### src/rtl/qdt_pkg.sv
package qdt_pkg;

    localparam int unsigned PRE_W = 8;

    localparam logic [1:0] SUB_MASK  = 2'd0;
    localparam logic [1:0] SUB_RAW   = 2'd1;
    localparam logic [1:0] SUB_MIS   = 2'd2;
    localparam logic [1:0] SUB_CLR   = 2'd3;

    localparam logic [1:0] SUB_LOAD  = 2'd0;
    localparam logic [1:0] SUB_VALUE = 2'd1;
    localparam logic [1:0] SUB_CTRL  = 2'd2;
    localparam logic [1:0] SUB_BG    = 2'd3;

    // control byte, msb first
    typedef struct packed {
        logic       en;
        logic       periodic;
        logic [1:0] spare;
        logic [1:0] psel;
        logic       wide;
        logic       oneshot;
    } ctrl_t;

    typedef enum logic [1:0] {
        MODE_FREE     = 2'd0,
        MODE_PERIODIC = 2'd1,
        MODE_ONESHOT  = 2'd2
    } wrap_mode_e;

    function automatic wrap_mode_e mode_of(ctrl_t c);
        if (c.oneshot)       return MODE_ONESHOT;
        else if (c.periodic) return MODE_PERIODIC;
        else                 return MODE_FREE;
    endfunction

    // prescaler steps when the low bits of its counter are all ones
    function automatic logic [PRE_W-1:0] pre_limit(logic [1:0] sel);
        case (sel)
            2'b00:   return '0;
            2'b01:   return PRE_W'(8'h0F);
            default: return '1;
        endcase
    endfunction

endpackage

### src/rtl/qdt_prescaler.sv
module qdt_prescaler
    import qdt_pkg::*;
(
    input  logic       clk,
    input  logic       rst,
    input  logic       enable,
    input  logic       tick,
    input  logic [1:0] psel,
    output logic       step
);

    logic [PRE_W-1:0] pre_q;
    logic [PRE_W-1:0] lim;

    assign lim  = pre_limit(psel);
    assign step = enable && tick && ((pre_q & lim) == lim);

    always_ff @(posedge clk) begin
        if (rst || !enable)
            pre_q <= '0;
        else if (tick)
            pre_q <= pre_q + 1'b1;
    end

endmodule

### src/rtl/qdt_channel.sv
module qdt_channel
    import qdt_pkg::*;
#(
    parameter int unsigned DW = 32
) (
    input  logic          clk,
    input  logic          rst,
    input  logic          tick,
    input  logic          wr_load,
    input  logic          wr_ctrl,
    input  logic          wr_bg,
    input  logic [DW-1:0] wdata,
    output logic [DW-1:0] load_rd,
    output logic [DW-1:0] value_rd,
    output ctrl_t         ctrl_rd,
    output logic [DW-1:0] bg_rd,
    output logic          underflow
);

    localparam int unsigned HALF_W = DW / 2;

    ctrl_t         ctrl_q;
    logic [DW-1:0] cnt_q;
    logic [DW-1:0] load_q;
    logic [DW-1:0] bg_q;
    logic          done_q;

    logic [DW-1:0] wmask;
    logic [DW-1:0] cnt_m;
    logic          step;
    logic          active_step;
    wrap_mode_e    mode;

    qdt_prescaler u_pre (
        .clk    (clk),
        .rst    (rst),
        .enable (ctrl_q.en),
        .tick   (tick),
        .psel   (ctrl_q.psel),
        .step   (step)
    );

    assign wmask       = ctrl_q.wide ? {DW{1'b1}} : {{HALF_W{1'b0}}, {HALF_W{1'b1}}};
    assign cnt_m       = cnt_q & wmask;
    assign mode        = mode_of(ctrl_q);
    assign active_step = step && !done_q;
    assign underflow   = active_step && !wr_load && (cnt_m == '0);

    always_ff @(posedge clk) begin
        if (rst) begin
            ctrl_q <= '0;
            cnt_q  <= '0;
            load_q <= '0;
            bg_q   <= '0;
            done_q <= 1'b0;
        end else begin
            if (wr_load) begin
                load_q <= wdata;
                cnt_q  <= wdata & wmask;
                done_q <= 1'b0;
            end else if (active_step) begin
                if (cnt_m != '0) begin
                    cnt_q <= (cnt_m - 1'b1) & wmask;
                end else begin
                    case (mode)
                        MODE_FREE:     cnt_q <= wmask;
                        MODE_PERIODIC: cnt_q <= bg_q & wmask;
                        default: begin
                            cnt_q  <= '0;
                            done_q <= 1'b1;
                        end
                    endcase
                end
            end
            if (wr_bg)
                bg_q <= wdata;
            if (wr_ctrl) begin
                ctrl_q <= ctrl_t'(wdata[7:0]);
                done_q <= 1'b0;
            end
        end
    end

    assign load_rd  = load_q;
    assign value_rd = cnt_m;
    assign ctrl_rd  = ctrl_q;
    assign bg_rd    = bg_q;

    // a step lowers a non-zero counter by one
    a_r6_step_decrements: assert property (@(posedge clk) disable iff (rst)
        (active_step && !wr_load && !wr_ctrl && cnt_m != '0) |=> (value_rd == $past(cnt_m) - 1'b1));

    // a disabled channel holds its value
    a_r6_idle_holds: assert property (@(posedge clk) disable iff (rst)
        (!ctrl_q.en && !wr_load && !wr_ctrl) |=> $stable(value_rd));

    // free-running wrap lands on all ones for the width
    a_r7_free_wrap: assert property (@(posedge clk) disable iff (rst)
        (underflow && mode == MODE_FREE && !wr_ctrl) |=> (value_rd == $past(wmask)));

    // periodic wrap lands on the background value
    a_r8_periodic_reload: assert property (@(posedge clk) disable iff (rst)
        (underflow && mode == MODE_PERIODIC && !wr_ctrl && !wr_bg) |=> (value_rd == $past(bg_q & wmask)));

    // an expired one-shot channel stays parked at zero
    a_r9_oneshot_parks: assert property (@(posedge clk) disable iff (rst)
        (done_q && !wr_load && !wr_ctrl) |=> (value_rd == '0 && !underflow));

endmodule

### src/rtl/qdt_irq.sv
module qdt_irq #(
    parameter int unsigned N_CH = 4
) (
    input  logic            clk,
    input  logic            rst,
    input  logic            wr_mask,
    input  logic            wr_clr,
    input  logic [N_CH-1:0] wbits,
    input  logic [N_CH-1:0] uf,
    output logic [N_CH-1:0] mask_q,
    output logic [N_CH-1:0] raw_q,
    output logic [N_CH-1:0] mis,
    output logic            irq
);

    logic [N_CH-1:0] clr_bits;

    assign clr_bits = wr_clr ? wbits : '0;

    always_ff @(posedge clk) begin
        if (rst) begin
            mask_q <= '0;
            raw_q  <= '0;
        end else begin
            if (wr_mask)
                mask_q <= wbits;
            raw_q <= (raw_q & ~clr_bits) | uf;
        end
    end

    assign mis = raw_q & mask_q;
    assign irq = |mis;

    // a new underflow survives a same-cycle clear
    a_r11_underflow_wins: assert property (@(posedge clk) disable iff (rst)
        (uf != '0) |=> ((raw_q & $past(uf)) == $past(uf)));

    // a clear without a competing underflow takes effect
    a_r11_clear_takes: assert property (@(posedge clk) disable iff (rst)
        ((clr_bits & ~uf) != '0) |=> ((raw_q & $past(clr_bits & ~uf)) == '0));

endmodule

### src/rtl/quad_down_timer.sv
module quad_down_timer
    import qdt_pkg::*;
#(
    parameter int unsigned N_CH   = 4,
    parameter int unsigned ADDR_W = 8,
    parameter int unsigned DW     = 32
) (
    input  logic              clk,
    input  logic              rst,
    input  logic [ADDR_W-1:0] bus_addr,
    input  logic [DW-1:0]     bus_wdata,
    input  logic              bus_we,
    input  logic              bus_re,
    output logic [DW-1:0]     bus_rdata,
    input  logic              tick_en,
    output logic              irq
);

    localparam int unsigned REG_W = ADDR_W - 4;

    logic [REG_W-1:0] region;
    logic [1:0]       sub;
    logic             aligned;
    logic             shared_we;

    logic [DW-1:0]    ch_load  [N_CH];
    logic [DW-1:0]    ch_value [N_CH];
    ctrl_t            ch_ctrl  [N_CH];
    logic [DW-1:0]    ch_bg    [N_CH];
    logic [N_CH-1:0]  uf_vec;

    logic [N_CH-1:0]  mask_q;
    logic [N_CH-1:0]  raw_q;
    logic [N_CH-1:0]  mis;
    logic [DW-1:0]    rd_next;

    assign region    = bus_addr[ADDR_W-1:4];
    assign sub       = bus_addr[3:2];
    assign aligned   = (bus_addr[1:0] == 2'b00);
    assign shared_we = bus_we && aligned && (region == '0);

    genvar g;
    generate
        for (g = 0; g < N_CH; g++) begin : g_ch
            logic sel;
            assign sel = bus_we && aligned && (region == REG_W'(g + 1));

            qdt_channel #(.DW(DW)) u_ch (
                .clk       (clk),
                .rst       (rst),
                .tick      (tick_en),
                .wr_load   (sel && sub == SUB_LOAD),
                .wr_ctrl   (sel && sub == SUB_CTRL),
                .wr_bg     (sel && sub == SUB_BG),
                .wdata     (bus_wdata),
                .load_rd   (ch_load[g]),
                .value_rd  (ch_value[g]),
                .ctrl_rd   (ch_ctrl[g]),
                .bg_rd     (ch_bg[g]),
                .underflow (uf_vec[g])
            );
        end
    endgenerate

    qdt_irq #(.N_CH(N_CH)) u_irq (
        .clk     (clk),
        .rst     (rst),
        .wr_mask (shared_we && sub == SUB_MASK),
        .wr_clr  (shared_we && sub == SUB_CLR),
        .wbits   (bus_wdata[N_CH-1:0]),
        .uf      (uf_vec),
        .mask_q  (mask_q),
        .raw_q   (raw_q),
        .mis     (mis),
        .irq     (irq)
    );

    always_comb begin
        rd_next = '0;
        if (aligned) begin
            if (region == '0) begin
                case (sub)
                    SUB_MASK: rd_next = {{(DW-N_CH){1'b0}}, mask_q};
                    SUB_RAW:  rd_next = {{(DW-N_CH){1'b0}}, raw_q};
                    SUB_MIS:  rd_next = {{(DW-N_CH){1'b0}}, mis};
                    default:  rd_next = '0;
                endcase
            end
            for (int i = 0; i < N_CH; i++) begin
                if (region == REG_W'(i + 1)) begin
                    case (sub)
                        SUB_LOAD:  rd_next = ch_load[i];
                        SUB_VALUE: rd_next = ch_value[i];
                        SUB_CTRL:  rd_next = {{(DW-8){1'b0}}, ch_ctrl[i]};
                        default:   rd_next = ch_bg[i];
                    endcase
                end
            end
        end
    end

    always_ff @(posedge clk) begin
        if (rst)
            bus_rdata <= '0;
        else if (bus_re)
            bus_rdata <= rd_next;
    end

    // read data only moves on a read strobe
    a_r2_read_hold: assert property (@(posedge clk) disable iff (rst)
        !bus_re |=> $stable(bus_rdata));

endmodule

### config.mk
export PLATFORM = sky130hd
export DESIGN_NAME = quad_down_timer
export DESIGN_NICKNAME = d
export VERILOG_FILES = /design/src/rtl/qdt_pkg.sv /design/src/rtl/qdt_prescaler.sv /design/src/rtl/qdt_channel.sv /design/src/rtl/qdt_irq.sv /design/src/rtl/quad_down_timer.sv
export SDC_FILE = /design/constraint.sdc
export NUM_CORES = 2
export LEC_CHECK = 0
export BUFFER_PORTS_ARGS = -buffer_cell sky130_fd_sc_hd__buf_2
export CAP_MARGIN = 20
export CORE_MARGIN = 2
export CORE_UTILIZATION = 45
export CTS_CLUSTER_DIAMETER = 200
export DETAILED_ROUTE_END_ITERATION = 8
export HOLD_SLACK_MARGIN = 0.1
export PLACE_DENSITY = 0.69
export SYNTH_ARGS = -nofsm -noshare
export SYNTH_HDL_FRONTEND = slang
export SYNTH_SLANG_ARGS = --single-unit
export TNS_END_PERCENT = 20
### constraint.sdc
create_clock -name clk -period 3.7 [get_ports clk]
set_clock_uncertainty 0.05 [all_clocks]
set_input_delay 0.185 -clock clk [delete_from_list [all_inputs] [get_ports clk]]
set_output_delay 0.185 -clock clk [all_outputs]
set_load 0.03 [all_outputs]
==> results by group <==
STA
  • Final Cycle Share: around 88%
  • Worst-margin pin slew: between 1 and 1.5 ns
  • Hold Vio Cnt, Final: 0
  • Final setup violation count: 0
  • Final Max Slew Viols: 0
  • Slew HR: between 30% and 40%
  • RSZ-0062 raised after global routing: no
  • Setup total negative slack: 0 ns
  • Tmin final: between 3 and 4 ns
  • Fmax: 309 MHz

CTS
  • CTS root buf: clkbuf_16
  • Post-CTS setup buffers: 0
  • Clk Latency, worst-skew pair: between 0.6 and 0.7 ns
  • CTS tree: built
  • Clock slew at reported path FFs: ~0.06 ns
  • CTS Buffer Depth: 3
  • Post_cts resized: 0
  • H-tree depth: 2
  • Total CTS buffers: 55
  • CTS Sinks: 492

Layout
  • Share of layout cells above drive strength 1: about a tenth
  • Non-Filler Instances: about 4500
  • FF+latch area: around 10000 sq um
  • # nets final: approximately 3800
  • Most common cell after layout, fill and taps aside: nand2_1
  • Area Overhead vs Synth: 12.2%
  • Non-Filler Cell Area, Final: ~31000 sq um
  • Most frequent cells in the layout: 813 x nand2_1, 532 x a21oi_1, 492 x dfxtp_1, 213 x o21ai_0, 201 x nor2_1
  • Fill cells: a little over 6000
  • Area occupied by multi-input gates: between 15000 and 20000 sq um

Worst setup path
  • CP Launch Type: flip-flop
  • CP Capture Type: flip-flop
  • Max FO, Critical Path: 10
  • Crit-path max cell delay: roughly 0.62 ns
  • WP buf/inv: 1
  • Worst path required time: roughly 4.2 ns
  • CP most frequent cell: or4_1
  • Worst path cell trace: or4_1 -> or4_1 -> a21boi_0 -> buf_4 -> nor2_1 -> a211oi_1 -> o32ai_1
  • Crit Path Category: reg2reg
  • Worst path arrival time: 3.72 ns
  • Crit-path slowest cell: nor2_1
  • Crit path max-delay family: simple AND/OR/NAND/NOR gates

Power and ir drop
  • Overall Power: roughly 0.012 W
  • Combinational share of power: approximately 5.6%
  • Switching share of power: around a quarter
  • Power Internal: just over 0.009 W
  • Clock power share: ~50%
  • Worst ir drop on vdd: between 0.3 and 0.4 mV
  • Seq pwr share: a little over two fifths
  • LEAKAGE: roughly 11 nW
  • PwrDens: just under 400 nW/um^2
  • Switch Pwr: between 0.002 and 0.003 W

GRT
  • GRT Total Usage: 30.5%
  • Initial antenna violation count: 1
  • First-pass GRT wire length: about 150000 um
  • Pin count of the biggest net entering global routing: 135
  • Number of global-route vias before repair: between 20000 and 30000
  • GRT Residual Overflow: 0

Detailed routing
  • Router iterations before antenna repair: 6
  • Starting DRT DRC Count: ~3600
  • DR WL/cell: roughly 22 um
  • Via density: 6.31
  • Final WL: 100000 um
  • Via count: about 29000
  • Post-route DRC: 0
  • Detail Route Antenna Nets: 0

Yosys
  • Sequential fraction of the synthesis area: approximately 35%
  • Mapped Nets: between 3000 and 4000
  • Mean post-synth cell area: 7.33 sq um
  • Post-synth EDFFs: 0
  • Synth Flop Type: dfxtp_1
  • Distinct cell type count after synthesis: 81
  • Post-Synthesis Cells: 3791
  • Ys async rst share: 0%
  • Seq cells post-synth: around 490
  • Mapped Area: roughly 28000 sq um
  • YS warnings: 0

Floorplanning
  • Die Span Y: about 250 um
  • Number of core rows: ~90
  • Core Region: between 60000 and 70000 sq um
  • Die width: about 250 um
  • # IOs: between 70 and 80
  • Initial core utilization: roughly 45%
  • DIE AREA: about 64000 sq um

Placed design
  • DP HPWL: slightly below 70000 um
  • Placed cell area: 28700 sq um
  • Port bufs: 77
  • Gpl congestion: ~0.99
  • Inst Count DP: roughly 4400

Min path
  • Worst hold-check path type: in2reg

Run status
  • Outcome: finished clean

Flow run
  • Max cap viols: 0
==> path summary, 6_finish.rpt <==
kind	from	endpoint	slack (ns)	cells after the start
hold / removal	bus_addr[4]	bus_rdata[3]	0.16	4
setup / recovery	g_ch[0].u_ch.cnt_q[12]	g_ch[0].u_ch.cnt_q[3]	0.46	7
hold reg to reg	bus_rdata[20]	bus_rdata[20]	0.40	2
setup reg to reg	g_ch[0].u_ch.cnt_q[12]	g_ch[0].u_ch.cnt_q[3]	0.46	7
==> sequential cells by signal, summed over array words and instances, names as in the netlist <==
| name | cells |
|---|---|
| bus_rdata | 32 |
| g_ch.u_ch.bg_rd | 128 |
| g_ch.u_ch.cnt_q | 128 |
| g_ch.u_ch.ctrl_rd | 32 |
| g_ch.u_ch.done_q | 4 |
| g_ch.u_ch.load_rd | 128 |
| g_ch.u_ch.u_pre.pre_q | 32 |
| u_irq.mask_q | 4 |
| u_irq.raw_q | 4 |
==> layer usage <==
layer  vias to the layer above  wire, um  GRT usage, %
li1                      13400         -             -
met1                     13600     41300          41.2
met2                      1456     44300          46.8
met3                       248     10500          6.81
met4                         0      4280          12.9
met5                         -         0             0
==> area by class of cell <==
type	instances	area share, %
timing repair buffer	219	5.29
sequential	492	31.6
inverter	51	0.614
clock buffer	75	5.04
clock inverter	28	1.53
tap	790	3.17
antenna	1	0.00803
multi-input combinational	2888	52.8
==> tightest hold or removal path: stages <==
cell     delay [ns]
buf_2          0.21
mux4_2         0.27
nand2_1        0.06
o21ai_0        0.06
==> Yosys cell counts, types with 8 or more instances <==
cell	n	share of area [%]
nand2_1	813	11
a21oi_1	532	9.6
dfxtp_1	492	35
clkbuf_1	320	4.3
o21ai_0	213	3.8
nor2_1	206	2.8
nand3_1	93	1.7
nor3_1	66	1.2
a211oi_1	61	1.6
nor3b_1	60	1.6
mux2i_1	54	1.9
nor4_1	52	1.2
inv_1	50	0.68
nand2b_1	46	1.0
xor2_1	45	1.4
o211ai_1	38	1.0
mux4_2	35	2.8
a221oi_1	34	1.1
a31oi_1	34	0.77
nand4_1	34	0.77
o22ai_1	33	0.74
buf_1	32	0.43
and3_1	31	0.70
or4_1	28	0.76
o31ai_1	24	0.65
xnor2_1	24	0.76
a22oi_1	23	0.62
or3_1	23	0.52
a21o_1	21	0.57
o41ai_1	18	0.57
o32ai_1	17	0.54
nor2b_1	16	0.36
o21a_1	15	0.41
and2_1	13	0.29
a2111oi_0	12	0.38
ha_1	12	0.54
or2_2	12	0.27
o31a_1	11	0.35
nor4b_1	10	0.32
o2bb2ai_1	9	0.28
a211o_1	8	0.25
a32oi_1	8	0.25
==> cell families (layout without fill, tap and decap cells) <==
group           after synthesis  after routing  share of synthesized area [%]
compound gates             1182           1182                           25.9
xor+xnor                     69             69                           2.17
flops                       492            492                           35.4
buf+inv                     411            373                           5.67
mux                          91             91                           4.86
fa+ha+maj                    12             12                          0.540
simple gates               1534           1534                           25.5
other cells                   0              1                              0
==> power by group through the flow <==
stage / Clock, W / Combinational, W / Sequential [W]
global placement: 0 / 0.000624 / 0.00543
floorplan: 0 / 0.000381 / 0.00543
global route: 0.00651 / 0.000711 / 0.00531
detailed placement: 0 / 0.000624 / 0.00543
finish: 0.00622 / 0.000681 / 0.00531
CTS: 0.00627 / 0.000658 / 0.00531
==> metrics by stage <==
stage	worst slack [ns]	hold slack, ns	utilization [%]
finish	0.461	0.156	50.8
global route	0.279	0.158	50.8
CTS	0.522	0.133	50.8
detailed placement	0.544	0.387	46.8
global placement	0.587	0.382	46.8
floorplan	0.862	0.282	-
==> timing repair <==
item                       CTS  global route
hold endpoints to repair   400             0
hold buffers                39             0
setup endpoints to repair    0             0
No activity file was read; power rests on OpenSTA's default activity.
